===== src/rtl/nps_pkg.sv =====
package nps_pkg;

  // Strobes passed from the sync control to the oscillator bank.
  typedef struct packed {
    logic ncoLoad;   // load phase offsets on this edge
  } ctlStrobe_t;

endpackage


===== src/rtl/nps_edge_sync.sv =====
// Multi-flop synchronizer followed by a rising-edge detector.
module nps_edge_sync #(
  parameter int SYNC_STAGES = 2
) (
  input  logic clk,
  input  logic rst_n,
  input  logic lineIn,
  output logic lineRise
);
  localparam int PIPE_W = SYNC_STAGES + 1;

  logic [PIPE_W-1:0] pipe;

  always_ff @(posedge clk or negedge rst_n) begin
    if (!rst_n) begin
      pipe <= '0;
    end else begin
      pipe <= {pipe[PIPE_W-2:0], lineIn};
    end
  end

  // Synchronized value is pipe[SYNC_STAGES-1]; the extra flop holds its prior value.
  assign lineRise = pipe[SYNC_STAGES-1] & ~pipe[SYNC_STAGES];

endmodule


===== src/rtl/nps_sync_ctrl.sv =====
// Role handling, request qualification, LEMC edge timing and done flag.
module nps_sync_ctrl
  import nps_pkg::*;
#(
  parameter int SYNC_STAGES = 2
) (
  input  logic       clk,
  input  logic       rst_n,
  input  logic       isMaster,
  input  logic       alignOk,
  input  logic       syncRequest,
  input  logic       gpioIn,
  input  logic       lemcStrobe,
  input  logic       doneClear,
  output logic       gpioOut,
  output logic       syncDone,
  output ctlStrobe_t ctl
);
  logic gpioOutQ;
  logic lineSel;
  logic lineRise;
  logic lemcPrev;
  logic lemcRise;
  logic pending;
  logic doneQ;
  logic applyNow;

  // Master drives the shared line from the software request.
  always_ff @(posedge clk or negedge rst_n) begin
    if (!rst_n) gpioOutQ <= 1'b0;
    else        gpioOutQ <= isMaster & syncRequest;
  end

  // Master loops its own output back so its latency matches the slaves.
  assign lineSel = isMaster ? gpioOutQ : gpioIn;

  nps_edge_sync #(
    .SYNC_STAGES(SYNC_STAGES)
  ) u_lineSync (
    .clk     (clk),
    .rst_n   (rst_n),
    .lineIn  (lineSel),
    .lineRise(lineRise)
  );

  always_ff @(posedge clk or negedge rst_n) begin
    if (!rst_n) lemcPrev <= 1'b0;
    else        lemcPrev <= lemcStrobe;
  end

  assign lemcRise = lemcStrobe & ~lemcPrev;
  assign applyNow = pending & lemcRise & alignOk;

  always_ff @(posedge clk or negedge rst_n) begin
    if (!rst_n) begin
      pending <= 1'b0;
    end else if (!alignOk) begin
      pending <= 1'b0;
    end else if (applyNow) begin
      pending <= 1'b0;
    end else if (lineRise && !doneQ) begin
      pending <= 1'b1;
    end
  end

  always_ff @(posedge clk or negedge rst_n) begin
    if (!rst_n) begin
      doneQ <= 1'b0;
    end else if (applyNow) begin
      doneQ <= 1'b1;
    end else if (doneClear) begin
      doneQ <= 1'b0;
    end
  end

  assign gpioOut     = gpioOutQ;
  assign syncDone    = doneQ;
  assign ctl.ncoLoad = applyNow;

endmodule


===== src/rtl/nps_nco_bank.sv =====
// One phase accumulator per converter channel.
module nps_nco_bank
  import nps_pkg::*;
#(
  parameter int NUM_CH = 4,
  parameter int ACC_W  = 32
) (
  input  logic                         clk,
  input  logic                         rst_n,
  input  ctlStrobe_t                   ctl,
  input  logic [NUM_CH-1:0][ACC_W-1:0] freqWord,
  input  logic [NUM_CH-1:0][ACC_W-1:0] phaseOffset,
  output logic [NUM_CH-1:0][ACC_W-1:0] phaseOut
);
  for (genvar ch = 0; ch < NUM_CH; ch++) begin : g_acc
    logic [ACC_W-1:0] acc;

    always_ff @(posedge clk or negedge rst_n) begin
      if (!rst_n) begin
        acc <= '0;
      end else if (ctl.ncoLoad) begin
        acc <= phaseOffset[ch];
      end else begin
        acc <= ACC_W'(acc + freqWord[ch]);
      end
    end

    assign phaseOut[ch] = acc;
  end

endmodule


===== src/rtl/nco_phase_sync.sv =====
module nco_phase_sync
  import nps_pkg::*;
#(
  parameter int NUM_DUC     = 2,
  parameter int NUM_DDC     = 2,
  parameter int ACC_W       = 32,
  parameter int SYNC_STAGES = 2,
  localparam int NUM_CH     = NUM_DUC + NUM_DDC
) (
  input  logic                         clk,
  input  logic                         rst_n,
  input  logic                         isMaster,
  input  logic                         alignOk,
  input  logic                         syncRequest,
  input  logic                         gpioIn,
  output logic                         gpioOut,
  input  logic                         lemcStrobe,
  input  logic                         doneClear,
  output logic                         syncDone,
  input  logic [NUM_CH-1:0][ACC_W-1:0] freqWord,
  input  logic [NUM_CH-1:0][ACC_W-1:0] phaseOffset,
  output logic [NUM_CH-1:0][ACC_W-1:0] phaseOut
);
  ctlStrobe_t ctl;

  nps_sync_ctrl #(
    .SYNC_STAGES(SYNC_STAGES)
  ) u_ctrl (
    .clk        (clk),
    .rst_n      (rst_n),
    .isMaster   (isMaster),
    .alignOk    (alignOk),
    .syncRequest(syncRequest),
    .gpioIn     (gpioIn),
    .lemcStrobe (lemcStrobe),
    .doneClear  (doneClear),
    .gpioOut    (gpioOut),
    .syncDone   (syncDone),
    .ctl        (ctl)
  );

  nps_nco_bank #(
    .NUM_CH(NUM_CH),
    .ACC_W (ACC_W)
  ) u_bank (
    .clk        (clk),
    .rst_n      (rst_n),
    .ctl        (ctl),
    .freqWord   (freqWord),
    .phaseOffset(phaseOffset),
    .phaseOut   (phaseOut)
  );

endmodule


===== config.mk =====
export PLATFORM = sky130hd
export DESIGN_NAME = nco_phase_sync
export DESIGN_NICKNAME = d
export VERILOG_FILES = /design/src/rtl/nps_pkg.sv /design/src/rtl/nps_edge_sync.sv /design/src/rtl/nps_sync_ctrl.sv /design/src/rtl/nps_nco_bank.sv /design/src/rtl/nco_phase_sync.sv
export SDC_FILE = /design/constraint.sdc
export NUM_CORES = 1
export LEC_CHECK = 0
export BUFFER_PORTS_ARGS = -buffer_cell sky130_fd_sc_hd__buf_2
export CAP_MARGIN = 20
export CORE_UTILIZATION = 45
export CTS_CLUSTER_DIAMETER = 150
export DETAILED_ROUTE_END_ITERATION = 10
export PLACE_DENSITY = 0.84
export SLEW_MARGIN = 20
export SYNTH_ARGS = -nofsm -noshare
export SYNTH_HDL_FRONTEND = slang
export SYNTH_HIERARCHICAL = 1
export SYNTH_SLANG_ARGS = --single-unit

===== constraint.sdc =====
create_clock -name clk -period 7.1 [get_ports clk]
set_input_delay 1.775 -clock clk [delete_from_list [all_inputs] [get_ports clk]]
set_output_delay 1.775 -clock clk [all_outputs]
set_load 0.02 [all_outputs]

Word-level counts from Yosys, hierarchy flattened
Cells that the tools add are included.
{ "classes": {"n_bitwise": 7, "n_reduce_logical": 3, "n_addsub": 4, "eq_ne": 1, "muxes": 10} }
{ "op_table": {"columns": ["cell", "count"], "rows": [
  ["$add 32x32->32", 4],
  ["$mux 32", 4],
  ["$mux 1", 6],
  ["$and 1x1->1", 5],
  ["$ne 3x1->1 const B", 1],
  ["$not 1->1", 2],
  ["$reduce_bool 2->1", 1],
  ["$logic_and 1x1->1", 1],
  ["$logic_not 1->1", 1]
]} }
{ "word_totals": {"reg_bits": 135, "output_inout_bits": 130, "elab_cells": 34} }

Depth between registers and ports, before layout
Gate-level depths: netlist (run 1).
{ "logic_depth": {"ltp_word": 6, "mapped_depth": 11, "depth_no_buf": 11} }

Cells and area by module
Netlist (run 1), hierarchy kept.
{ "by_module_without_submodules": {"columns": ["module", "area_each_um2", "cells_per_inst", "instances", "seq_area_each_um2"], "rows": [
  ["nps_nco_bank", 10804.1, 1277, 1, 3203.1],
  ["nps_sync_ctrl", 172.7, 13, 1, 100.1],
  ["nps_edge_sync", 88.8, 4, 1, 75.1]
]} }

Least setup slack after synthesis (run 1)
OpenSTA, ideal clock, no wires.
{ "synth_timing": {"kind": "input port to flip-flop", "from": "input port freqWord[64] (netlist name)", "to": "register u_bank.g_acc[2].acc[24]", "t_required_ns": 7.031, "arrival_ns": 4.191, "path_slack_ns": 2.840, "cell_stages": 11, "setup_time_ns": 0.069, "path_buffers": 0, "cell_sequence": "ha_1 -> fa_1 -> a21o_1 -> a31o_2 -> nand2_2 -> o31ai_2 -> a311oi_4 -> o211ai_1 -> and2_1 -> or4_1 -> nand3_1"} }
{ "synth_between": {"elab_chain_cells": 2} }
{ "synth_lines": {"columns": ["element", "line_no", "source"], "rows": [
  ["start, declared", "nco_phase_sync.sv:20", "input logic [NUM_CH-1:0][ACC_W-1:0] freqWord,"],
  ["$add 32x32->32", "nps_nco_bank.sv:24", "acc <= ACC_W'(acc + freqWord[ch]);"],
  ["$mux 32", "nps_nco_bank.sv:21", "end else if (ctl.ncoLoad) begin"],
  ["end signal, assigned", "nps_nco_bank.sv:22", "acc <= phaseOffset[ch];"],
  ["end signal, assigned", "nps_nco_bank.sv:24", null],
  ["end, declared", "nps_nco_bank.sv:16", "logic [ACC_W-1:0] acc;"]
]} }
Every way passes these cells.
A chain may end at the register's enable or synchronous reset.

Worst setup path in the final report (run 1)
{ "layout_timing": {"from": "input port freqWord[97] (netlist name)", "to": "register u_bank.g_acc[3].acc[31]"} }
{ "layout_between": {"elab_chain_cells": 2} }
{ "layout_lines": {"columns": ["element", "line_no"], "rows": [
  ["$add 32x32->32", "nps_nco_bank.sv:24"],
  ["$mux 32", "nps_nco_bank.sv:21"],
  ["end signal, assigned", "nps_nco_bank.sv:22"],
  ["end signal, assigned", "nps_nco_bank.sv:24"],
  ["end, declared", "nps_nco_bank.sv:16"]
]} }
Every way passes these cells.

==> reports/qor.txt, run 1 <==
FLOORPLAN
-------------------------------------------------------------------------------
Number of placement rows                                                     57
Number of ports placed on the die boundary                                  394
Core Box Area                                                      24,200 sq um
Starting utilization of the core area                                     45.6%
Die W                                                                    159 um
Die area                                                           25,200 sq um
Die height                                                               159 um

CRITICAL PATH
-------------------------------------------------------------------------------
Data arrival time of the critical path                                  4.64 ns
Worst reg2reg startpoint                                           u_bank/g_acc[3].acc[1]$_DFF_PN0_
Largest incremental delay on the critical path                          0.62 ns
Critical setup path kind                                              in -> reg
Maximum fanout count along the critical path                                  3
Type of element capturing the critical path                           flip-flop
Launch point of the critical path                                  freqWord[97]
CP Cell Sequence                                                   buf_2 > ha_1 > a211oi_1 > o211ai_1 > a221oi_1 > o31ai_1 > a211o_1 > a21oi_1 > o31ai_1 > xnor2_1 > mux2_2
Cell type of the slowest stage on the worst timing path            sky130_fd_sc_hd__a221oi_1
Critical Path Source Type                                          primary input
Cell type with the highest occurrence count on the critical path   sky130_fd_sc_hd__o31ai_1
Critical path data required time                                        7.40 ns

STA
-------------------------------------------------------------------------------
Number of setup violations in the final report                                0
Max Transition Viols Final                                                    0
Share of the clock period used by the worst path after layout             61.3%
Post-Route Skew                                                       0.0127 ns
Total Negative Setup Slacks                                                0 ns
Setup repair after global routing missed its margin                          no
Clock period minus final worst setup slack                              4.35 ns
Number of hold violations in the final report                                 0
Max Clock Freq                                                          230 MHz
Worst Max-Slew Pin Slew                                                0.902 ns
Headroom to the max-slew limit                                            39.9%
Setup WS post-layout                                                    2.75 ns

CLOCK NETWORK
-------------------------------------------------------------------------------
Insertion delay to the later sink of the worst-skew pair                0.42 ns
Quantity of hold-fixing buffers added after cts                               0
Number of clock buffers inserted by TritonCTS                                17
Post-CTS sizing                                                               0
Number of clock sinks                                                       135
Clock H-tree levels                                                           4
Maximum clock insertion buffer count                                          2
Cell chosen for the clock root                                     sky130_fd_sc_hd__clkbuf_16
Clock tree from TritonCTS                                                 built
CTS clk-pin slew, worst paths                                           0.07 ns
Setup bufs post-CTS                                                           0

DETAILED ROUTING
-------------------------------------------------------------------------------
DRT antenna net count                                                         0
Drt via density                                                            5.75
DRC                                                                           0
Via count of the routed design                                           11,500
Final routed wirelength across all metal layers                         34.1 mm
Initial DRT Pass Iterations                                                   6
Average routed wire per standard cell                                   17.0 um
Number of DRC markers in iteration 0                                        784

YOSYS
-------------------------------------------------------------------------------
Fraction of registers with async set or reset after synthesis              100%
Number of distinct library cells after synthesis                             73
Sequential cell area fraction in the yosys report                         30.5%
Number of warnings issued by yosys                                            6
Mapped Nets                                                               1,686
Mapped Cells                                                              1,294
Syn Std Cell Area                                                  11,100 sq um
FF+latch count, synth                                                       135
Number of enable flip-flop cells after synthesis                              0
Predominant post-synthesis flop cell                               sky130_fd_sc_hd__dfrtp_1
Mean cell area of the mapped netlist                                 8.55 sq um

GRT
-------------------------------------------------------------------------------
Vias in the first global route                                           11,200
Antenna violations before repair                                              6
Largest net degree at the start of global routing                           130
First-pass GRT wire length                                              54.7 mm
Grt total ovfl                                                                0
Global router's overall resource usage                                    26.6%

WORST HOLD PATH
-------------------------------------------------------------------------------
Worst hold start                                                   u_ctrl/u_lineSync/pipe[0]$_DFF_PN0_
Classification of the worst-slack hold path                          reg -> reg

PWR
-------------------------------------------------------------------------------
Worst VDD drop                                                         0.231 mV
Cell Pwr Density                                                    508 nW/um^2
Reported leakage power                                                  6.67 nW

FINAL LAYOUT
-------------------------------------------------------------------------------
Post-layout nets                                                          2,058
Fraction of final layout cells sized beyond drive strength 1              27.5%
Filler instances                                                          2,222
Area growth from synthesis to final layout                                25.7%
Utilization of the core after routing                                     57.3%

FLOW RUN
-------------------------------------------------------------------------------
Number of max-cap violations                                                  0

STATUS
-------------------------------------------------------------------------------
Outcome                                                            finished clean

PLACEMENT
-------------------------------------------------------------------------------
Half-perimeter wire length of the detailed placement result             26.7 mm
Count of input and output buffers                                           393
Pre-CTS WS                                                              2.42 ns
Global placer's final weighted congestion                                 0.928

placed cells by master, fill, tap and decap left out, drive strengths merged, types with 32 or more instances in the layout:
master,n
xnor2,53
a21oi,119
a21o,59
ha,124
buf,396
inv,33
nor2,38
nand2,183
nand3,32
dfrtp,135
xor2,50
o21ai,173
sequential cells by signal, indices dropped and copies added, names as in the netlist:
name / cells
u_bank/g_acc.acc: 128
u_ctrl/gpioOut: 1
u_ctrl/lemcPrev: 1
u_ctrl/pending: 1
u_ctrl/syncDone: 1
u_ctrl/u_lineSync/pipe: 3
worst max-delay path: cells and delay by family:
kind / cells / cell delay [ns]
mux: 1 / 0.26
xor+xnor: 1 / 0.14
fa+ha+maj: 1 / 0.31
compound gates: 7 / 2.03
buf+inv: 1 / 0.12
report_power, final:
group	internal, mW	leakage, nW	switching [mW]	total (mW)
clock network	0.518	0.268	0.374	0.892
logic	1.93	4.82	2.80	4.73
registers	1.20	1.58	0.245	1.45
total	3.65	6.67	3.42	7.07
path summary, 6_finish.rpt:
check                                                       to  slack (ns)  depth (start not counted)
max reg2reg                  u_bank/g_acc[3].acc[31]$_DFF_PN0_        3.80                         10
min                        u_ctrl/u_lineSync/pipe[1]$_DFF_PN0_        0.35                          0
max in group asynchronous     u_bank/g_acc[1].acc[2]$_DFF_PN0_        4.39                          2
min reg2reg                u_ctrl/u_lineSync/pipe[1]$_DFF_PN0_        0.35                          0
min in group asynchronous     u_bank/g_acc[3].acc[0]$_DFF_PN0_        1.34                          1
max                          u_bank/g_acc[3].acc[31]$_DFF_PN0_        2.75                         11
stage by stage:
| stage | cells | cell area, sq um | hold slack, ns | power, mW |
|---|---|---|---|---|
| global placement | 1971 | 13300 | 0.339 | 5.96 |
| CTS | 2002 | 13900 | 0.349 | 7.02 |
| finish | 2005 | 13900 | 0.346 | 7.07 |
| detailed placement | 1971 | 13300 | 0.342 | 6.09 |
| floorplan | 1294 | 11100 | 0.331 | 4.86 |
| global route | 2004 | 13900 | 0.367 | 7.61 |
layer usage:
metal	part of all wire, %	GRT usage [%]	vias up
met1	41	31.3	5421
li1	-	-	5497
met4	3.2	11.3	4
met3	6.8	5.80	83
met2	49	46.4	524
met5	0.079	0	-
cells in the mapped netlist (4+ instances only):
cell type	n	area share, %
sky130_fd_sc_hd__nand2_1	182	6.2
sky130_fd_sc_hd__o21ai_0	170	7.7
sky130_fd_sc_hd__dfrtp_1	135	31
sky130_fd_sc_hd__ha_1	124	14
sky130_fd_sc_hd__a21oi_1	117	5.3
sky130_fd_sc_hd__a21o_1	59	4.0
sky130_fd_sc_hd__xnor2_1	53	4.2
sky130_fd_sc_hd__xor2_1	50	4.0
sky130_fd_sc_hd__nor2_1	38	1.3
sky130_fd_sc_hd__clkbuf_1	36	1.2
sky130_fd_sc_hd__nand3_1	32	1.4
sky130_fd_sc_hd__inv_1	29	0.98
sky130_fd_sc_hd__a211oi_1	19	1.3
sky130_fd_sc_hd__o21bai_1	18	1.2
sky130_fd_sc_hd__nand2b_1	16	0.90
sky130_fd_sc_hd__a31oi_1	14	0.79
sky130_fd_sc_hd__mux2_2	14	1.4
sky130_fd_sc_hd__nand4_1	12	0.68
sky130_fd_sc_hd__o21a_1	12	0.81
sky130_fd_sc_hd__and3_1	11	0.62
sky130_fd_sc_hd__nor3_1	11	0.50
sky130_fd_sc_hd__nor3b_1	11	0.75
sky130_fd_sc_hd__o31ai_1	11	0.75
sky130_fd_sc_hd__a211o_1	8	0.63
sky130_fd_sc_hd__and2_1	8	0.45
sky130_fd_sc_hd__buf_1	7	0.24
sky130_fd_sc_hd__o211ai_1	7	0.47
sky130_fd_sc_hd__a21boi_0	6	0.41
sky130_fd_sc_hd__nor2b_1	6	0.34
sky130_fd_sc_hd__o311ai_0	5	0.40
sky130_fd_sc_hd__fa_1	4	0.72
sky130_fd_sc_hd__mux2i_1	4	0.36
sky130_fd_sc_hd__nor4b_1	4	0.32
cells by family (layout without fill, tap and decap cells):
group / Yosys count / count (layout) / share of synthesized area (%)
fa+ha+maj: 128 / 128 / 14.7
simple gates: 354 / 354 / 15.2
flops: 135 / 135 / 30.5
compound gates: 483 / 483 / 27.1
mux: 18 / 18 / 1.79
other cells: 0 / 3 / 0
xor+xnor: 103 / 103 / 8.15
buf+inv: 73 / 457 / 2.48
cell type report:
class / count / area, sq um / area share [%]
clock inverter: 14 / 151 / 1.09
clock buffer: 17 / 425 / 3.06
tap: 324 / 405 / 2.92
sequential: 135 / 3380 / 24.3
antenna: 3 / 7.51 / 0.0540
timing repair buffer: 396 / 2010 / 14.4
multi-input combinational: 1086 / 7420 / 53.3
inverter: 30 / 113 / 0.810
(Power assumes the default switching activity.)
==> inputs of run 2 (changes only) <==
Settings changed: PLACE_DENSITY 0.84 to 0.87.
Clock period 7.1 ns to 3.93 ns, I/O delays scaled along.
==> run 2 against run 1 <==
Against the previous run: critical endpoint unchanged; register-to-register slack lost 3.1 ns; non-clock buffer count grew 12; critical path type unchanged; count of clock-buffer cells in the layout grew 1; clock skew grew 0.0059 ns; largest cell class unchanged; setup slack lost 2.3 ns; worst hold slack gained 0.021 ns; flip-flop and latch count is the same.
==> reports/qor.txt, run 2 (synthesis gave the netlist of run 1 again) <==
CRITICAL PATH
----------------------------------------------------------------------------------
Critical setup path kind                                                 in -> reg
Worst reg2reg startpoint                                              u_bank/g_acc[3].acc[1]$_DFF_PN0_
Critical Path Source Type                                             primary input
Data arrival time of the critical path                                     3.80 ns
Largest incremental delay on the critical path                             0.43 ns
Cell type with the highest occurrence count on the critical path      sky130_fd_sc_hd__o31ai_1
Cell type of the slowest stage on the worst timing path               sky130_fd_sc_hd__a221oi_1
Critical path data required time                                           4.23 ns
CP Cell Sequence                                                      buf_2 > ha_1 > a211oi_1 > o211ai_1 > a221oi_1 > buf_4 > o31ai_1 > a211o_1 > a21oi_1 > o31ai_1 > xnor2_1 > mux2_2
Type of element capturing the critical path                              flip-flop
Launch point of the critical path                                     freqWord[97]
Maximum fanout count along the critical path                                     3

PWR
----------------------------------------------------------------------------------
Switching power of the nets                                                6.29 mW
Sequential share of power                                                    20.3%
Reported leakage power                                                     6.74 nW
Power share of the clock group                                               12.9%
Worst VDD drop                                                            0.544 mV
Switching Share                                                              48.6%
Cell Pwr Density                                                       924 nW/um^2
Internal power                                                             6.66 mW
Total power consumption of the routed design                               12.9 mW
Logic gate share of total power                                              66.9%

STA
----------------------------------------------------------------------------------
Clock period minus final worst setup slack                                 3.50 ns
Worst Max-Slew Pin Slew                                                   0.600 ns
Max Clock Freq                                                             286 MHz
Number of setup violations in the final report                                   0
Headroom to the max-slew limit                                               60.0%
Post-Route Skew                                                          0.0186 ns
Share of the clock period used by the worst path after layout                89.0%
Setup repair after global routing missed its margin                             no
Max Transition Viols Final                                                       0
Number of hold violations in the final report                                    0
Total Negative Setup Slacks                                                   0 ns

DETAILED ROUTING
----------------------------------------------------------------------------------
Final routed wirelength across all metal layers                            34.7 mm
DRT antenna net count                                                            0
Initial DRT Pass Iterations                                                      6
Average routed wire per standard cell                                      17.2 um
Drt via density                                                               5.67
DRC                                                                              0
Via count of the routed design                                              11,400
Number of DRC markers in iteration 0                                           833

FLOORPLAN
----------------------------------------------------------------------------------
Core Box Area                                                         24,200 sq um
Die W                                                                       159 um
Die height                                                                  159 um
Number of placement rows                                                        57
Starting utilization of the core area                                        45.6%
Die area                                                              25,200 sq um
Number of ports placed on the die boundary                                     394

FINAL LAYOUT
----------------------------------------------------------------------------------
Flip-flop count of the largest register, all copies and words added            128
Top flop regs                                                         u_bank/g_acc.acc x128, u_ctrl/u_lineSync/pipe x3
Area growth from synthesis to final layout                                   26.6%
Fraction of final layout cells sized beyond drive strength 1                 28.0%
Leading cell type in the layout, fill and taps excluded               sky130_fd_sc_hd__buf_2
Most frequent cells in the layout                                     sky130_fd_sc_hd__buf_2, sky130_fd_sc_hd__nand2_1, sky130_fd_sc_hd__o21ai_0
Most flops, register                                                  u_bank/g_acc.acc
Post-layout nets                                                             2,070

CLOCK NETWORK
----------------------------------------------------------------------------------
Quantity of hold-fixing buffers added after cts                                  0
Insertion delay to the later sink of the worst-skew pair                   0.42 ns
Clock H-tree levels                                                              4
CTS clk-pin slew, worst paths                                              0.07 ns
Post-CTS sizing                                                                  0
Number of clock buffers inserted by TritonCTS                                   17
Cell chosen for the clock root                                        sky130_fd_sc_hd__clkbuf_16
Setup bufs post-CTS                                                              0
Number of clock sinks                                                          135
Maximum clock insertion buffer count                                             2
Clock tree from TritonCTS                                                    built

FLOW RUN
----------------------------------------------------------------------------------
Number of max-cap violations                                                     0

GRT
----------------------------------------------------------------------------------
Vias in the first global route                                              11,300
First-pass GRT wire length                                                 55.3 mm
Antenna violations before repair                                                 5
Global router's overall resource usage                                       27.0%
Grt total ovfl                                                                   0
Largest net degree at the start of global routing                               66

PLACEMENT
----------------------------------------------------------------------------------
Count of input and output buffers                                              393
Global placer's final weighted congestion                                    0.931
Half-perimeter wire length of the detailed placement result                27.2 mm

WORST HOLD PATH
----------------------------------------------------------------------------------
Classification of the worst-slack hold path                             reg -> reg
Worst hold start                                                      u_ctrl/u_lineSync/pipe[0]$_DFF_PN0_

STATUS
----------------------------------------------------------------------------------
Outcome                                                               finished clean

run 2: cell types whose count changed in the layout (fill, tap and decap cells not counted):
cell                         delta
sky130_fd_sc_hd__buf_4         +12
sky130_fd_sc_hd__clkbuf_1       +1
sky130_fd_sc_hd__clkinv_2       -2
sky130_fd_sc_hd__clkinvlp_4     -1
sky130_fd_sc_hd__inv_6          +1
sky130_fd_sc_hd__inv_8          +2
run 2: stage by stage:
stage	hold WS, ns	utilization (%)	cell area, sq um	cells	setup WS (ns)
finish	0.366	57.8	14000	2018	0.431
global route	0.377	57.8	14000	2017	0.305
floorplan	0.331	-	11100	1294	0.462
CTS	0.364	57.8	14000	2015	0.550
detailed placement	0.348	55.3	13400	1983	0.123
global placement	0.336	55.3	13400	1983	0.199
run 2: final timing paths:
kind	end	slack (ns)	depth (start not counted)
min in group asynchronous	u_bank/g_acc[3].acc[10]$_DFF_PN0_	0.56	1
worst max register to register	u_bank/g_acc[3].acc[31]$_DFF_PN0_	0.71	11
worst max-delay path	u_bank/g_acc[3].acc[31]$_DFF_PN0_	0.43	12
worst min-delay path	u_ctrl/u_lineSync/pipe[1]$_DFF_PN0_	0.37	0
max in group asynchronous	u_bank/g_acc[2].acc[27]$_DFF_PN0_	2.53	2
worst min register to register	u_ctrl/u_lineSync/pipe[1]$_DFF_PN0_	0.37	0
run 2: cell type report:
class | instances | area (sq um)
antenna | 3 | 7.51
clock buffer | 18 | 429
clock inverter | 14 | 165
fill | 2149 | 10200
inverter | 30 | 113
multi-input combinational | 1086 | 7420
sequential | 135 | 3380
tap | 324 | 405
timing repair buffer | 408 | 2100
run 2: power groups by stage:
stage | combinational (mW) | sequential (mW) | clock, mW
final | 8.66 | 2.62 | 1.66
after global routing | 9.50 | 2.70 | 1.75
after CTS | 8.53 | 2.62 | 1.70
after detailed placement | 8.46 | 2.64 | 0
after global placement | 8.22 | 2.62 | 0
after floorplan | 5.38 | 3.41 | 0
run 2: critical path, delay by kind of cell:
kind / cells / cell delay [ns]
XOR/XNOR: 1 / 0.13
buffers and inverters: 2 / 0.33
AO/OA/AOI/OAI: 7 / 1.77
adder cells (fa/ha/maj): 1 / 0.31
multiplexers: 1 / 0.28
run 2: layer usage:
metal  vias up  wire length, um  track usage, %
met5         -                0               0
met4         0             1220            11.3
met3        84             2080            5.43
met2       504            16900            46.0
met1      5316            14500            33.0
li1       5535                -               -
==> inputs of run 3 (changes only) <==
Settings changed: CELL_PAD_IN_SITES_DETAIL_PLACEMENT set to 0, CELL_PAD_IN_SITES_GLOBAL_PLACEMENT set to 1, CORE_UTILIZATION 45 to 34, GPL_TIMING_DRIVEN set to 1, HOLD_SLACK_MARGIN set to 0.06, PLACE_DENSITY 0.87 to 0.9.
==> run 3 against run 2 <==
Against the previous run: sequential share of layout area fell by 0.24 points; via count is 1.9% lower; critical endpoint is now u_bank/g_acc[0].acc[26]$_DFF_PN0_; critical path depth is the same; non-clock buffer count down 5.
==> reports/qor.txt, run 3 (synthesis gave the netlist of run 1 again) <==
STATUS
------------------------------------------------------------------------------------
Outcome                                                                 finished clean

CLOCK NETWORK
------------------------------------------------------------------------------------
Post-CTS sizing                                                                    0
Cell chosen for the clock root                                          sky130_fd_sc_hd__clkbuf_16
Quantity of hold-fixing buffers added after cts                                    0
Clock tree from TritonCTS                                                      built
Maximum clock insertion buffer count                                               2
Clock H-tree levels                                                                4
Number of clock buffers inserted by TritonCTS                                     17
Number of clock sinks                                                            135
CTS clk-pin slew, worst paths                                                0.06 ns
Setup bufs post-CTS                                                                0
Insertion delay to the later sink of the worst-skew pair                     0.44 ns

FINAL LAYOUT
------------------------------------------------------------------------------------
Most flops, register                                                    u_bank/g_acc.acc
Flip-flop count of the largest register, all copies and words added              128
Area growth from synthesis to final layout                                     27.9%
Top flop regs                                                           u_bank/g_acc.acc x128, u_ctrl/u_lineSync/pipe x3
Area taken by multi-input logic gates                                     7420 sq um
Final standard cell count with taps included and fillers excluded              2,123
Filler instances                                                               3,144
Summed area of non-filler cells in the final layout                     14,200 sq um
Fraction of final layout cells sized beyond drive strength 1                   27.6%
Post-layout nets                                                               2,065
Sequential cell area                                                      3380 sq um
Leading cell type in the layout, fill and taps excluded                 sky130_fd_sc_hd__buf_2
Utilization of the core after routing                                          44.5%
Most frequent cells in the layout                                       sky130_fd_sc_hd__buf_2, sky130_fd_sc_hd__nand2_1, sky130_fd_sc_hd__o21ai_0

FLOORPLAN
------------------------------------------------------------------------------------
Core Box Area                                                           31,800 sq um
Starting utilization of the core area                                          34.8%
Number of ports placed on the die boundary                                       394
Die area                                                                33,300 sq um
Die height                                                                    182 um
Number of placement rows                                                          65
Die W                                                                         182 um

CRITICAL PATH
------------------------------------------------------------------------------------
Maximum fanout count along the critical path                                       5
Largest delay share family, worst path                                  compound AO/OA/AOI/OAI gates
CP Cell Sequence                                                        buf_2 > ha_1 > fa_1 > a21oi_1 > o21ai_0 > a221oi_2 > o211ai_1 > a21oi_1 > o21ai_1 > a21oi_2 > mux2i_1 > nor2_1
Data arrival time of the critical path                                       3.70 ns
Type of element capturing the critical path                                flip-flop
Cell type with the highest occurrence count on the critical path        sky130_fd_sc_hd__a21oi_1
Cell type of the slowest stage on the worst timing path                 sky130_fd_sc_hd__fa_1
Critical setup path kind                                                   in -> reg
Count of buffering cells on the critical path with inverters included              1
Critical Path Source Type                                               primary input
Largest incremental delay on the critical path                               0.41 ns
Critical path data required time                                             4.25 ns

DETAILED ROUTING
------------------------------------------------------------------------------------
Average routed wire per standard cell                                        16.6 um
Initial DRT Pass Iterations                                                        5
Drt via density                                                                 5.28
Number of DRC markers in iteration 0                                             599
DRT antenna net count                                                              0
DRC                                                                                0
Final routed wirelength across all metal layers                              35.2 mm
Via count of the routed design                                                11,200

STA
------------------------------------------------------------------------------------
Headroom to the max-slew limit                                                 48.3%
Post-Route Skew                                                            0.0122 ns
Worst Max-Slew Pin Slew                                                     0.775 ns
Clock period minus final worst setup slack                                   3.37 ns
Total Negative Setup Slacks                                                     0 ns
Max Transition Viols Final                                                         0
Number of setup violations in the final report                                     0
Setup repair after global routing missed its margin                               no
Share of the clock period used by the worst path after layout                  85.8%
Number of hold violations in the final report                                      0
Max Clock Freq                                                               296 MHz
Setup WS post-layout                                                        0.557 ns

GRT
------------------------------------------------------------------------------------
Grt total ovfl                                                                     0
Antenna violations before repair                                                   4
Largest net degree at the start of global routing                                124
Global router's overall resource usage                                         21.2%
Vias in the first global route                                                11,100
First-pass GRT wire length                                                   56.3 mm

PLACEMENT
------------------------------------------------------------------------------------
Pre-CTS WS                                                                  0.130 ns
Placed cell areas                                                       13,500 sq um
Half-perimeter wire length of the detailed placement result                  27.8 mm
Count of input and output buffers                                                393
Global placer's final weighted congestion                                      0.925
Dpl cells                                                                      2,089

WORST HOLD PATH
------------------------------------------------------------------------------------
Classification of the worst-slack hold path                               reg -> reg

FLOW RUN
------------------------------------------------------------------------------------
Number of max-cap violations                                                       0

PWR
------------------------------------------------------------------------------------
Cell Pwr Density                                                         911 nW/um^2
Reported leakage power                                                       6.74 nW
Worst VDD drop                                                              0.382 mV

## run 3: cell count changes in the layout (fill, tap and decap cells not counted)
cell                         previous run  this run
sky130_fd_sc_hd__clkinvlp_4             4         2
sky130_fd_sc_hd__clkbuf_8               0         5
sky130_fd_sc_hd__buf_12                 1         2
sky130_fd_sc_hd__clkinv_4               2         1
sky130_fd_sc_hd__bufinv_16              2         3
sky130_fd_sc_hd__buf_4                 14         8
sky130_fd_sc_hd__inv_6                  4         0
sky130_fd_sc_hd__clkbuf_1               1         3
sky130_fd_sc_hd__inv_8                  2         0
## run 3: area by class of cell
cell class                 count  share of cell area (%)
antenna                        3                  0.0530
multi-input combinational   1086                    52.4
sequential                   135                    23.9
inverter                      30                   0.796
timing repair buffer         403                    14.6
clock buffer                  25                    3.57
tap                          435                    3.85
clock inverter                 6                   0.805
## run 3: per-stage QoR
stage,hold WS [ns],power [mW]
6_report,0.388,12.9
5_1_grt,0.398,14.0
4_1_cts,0.398,12.9
3_5_place_dp,0.372,11.1
3_3_place_gp,0.335,10.9
2_1_floorplan,0.331,8.79
## run 3: report_power, final
group	total, mW	leakage [nW]	internal [mW]	switching, mW
clock network	1.74	0.296	1.08	0.661
logic	8.54	4.86	3.53	5.01
registers	2.61	1.58	2.17	0.442
total	12.9	6.74	6.78	6.11
## run 3: final timing paths
kind | start | to | slack [ns] | cells past startpoint
max | freqWord[0] | u_bank/g_acc[0].acc[26]$_DFF_PN0_ | 0.56 | 12
min | u_ctrl/u_lineSync/pipe[0]$_DFF_PN0_ | u_ctrl/u_lineSync/pipe[1]$_DFF_PN0_ | 0.39 | 0
max reg2reg | u_bank/g_acc[0].acc[0]$_DFF_PN0_ | u_bank/g_acc[0].acc[26]$_DFF_PN0_ | 0.76 | 11
min reg2reg | u_ctrl/u_lineSync/pipe[0]$_DFF_PN0_ | u_ctrl/u_lineSync/pipe[1]$_DFF_PN0_ | 0.39 | 0
max in group asynchronous | rst_n | u_bank/g_acc[2].acc[27]$_DFF_PN0_ | 2.52 | 2
min in group asynchronous | rst_n | u_bank/g_acc[1].acc[20]$_DFF_PN0_ | 0.55 | 1
## run 3: per-layer routing
| layer | vias up | track usage, % | routed length (um) |
|---|---|---|---|
| met5 | - | 0 | 13 |
| met4 | 2 | 7.63 | 809 |
| met1 | 5228 | 26.1 | 15200 |
| met2 | 419 | 35.8 | 16700 |
| met3 | 54 | 5.27 | 2400 |
| li1 | 5517 | - | - |
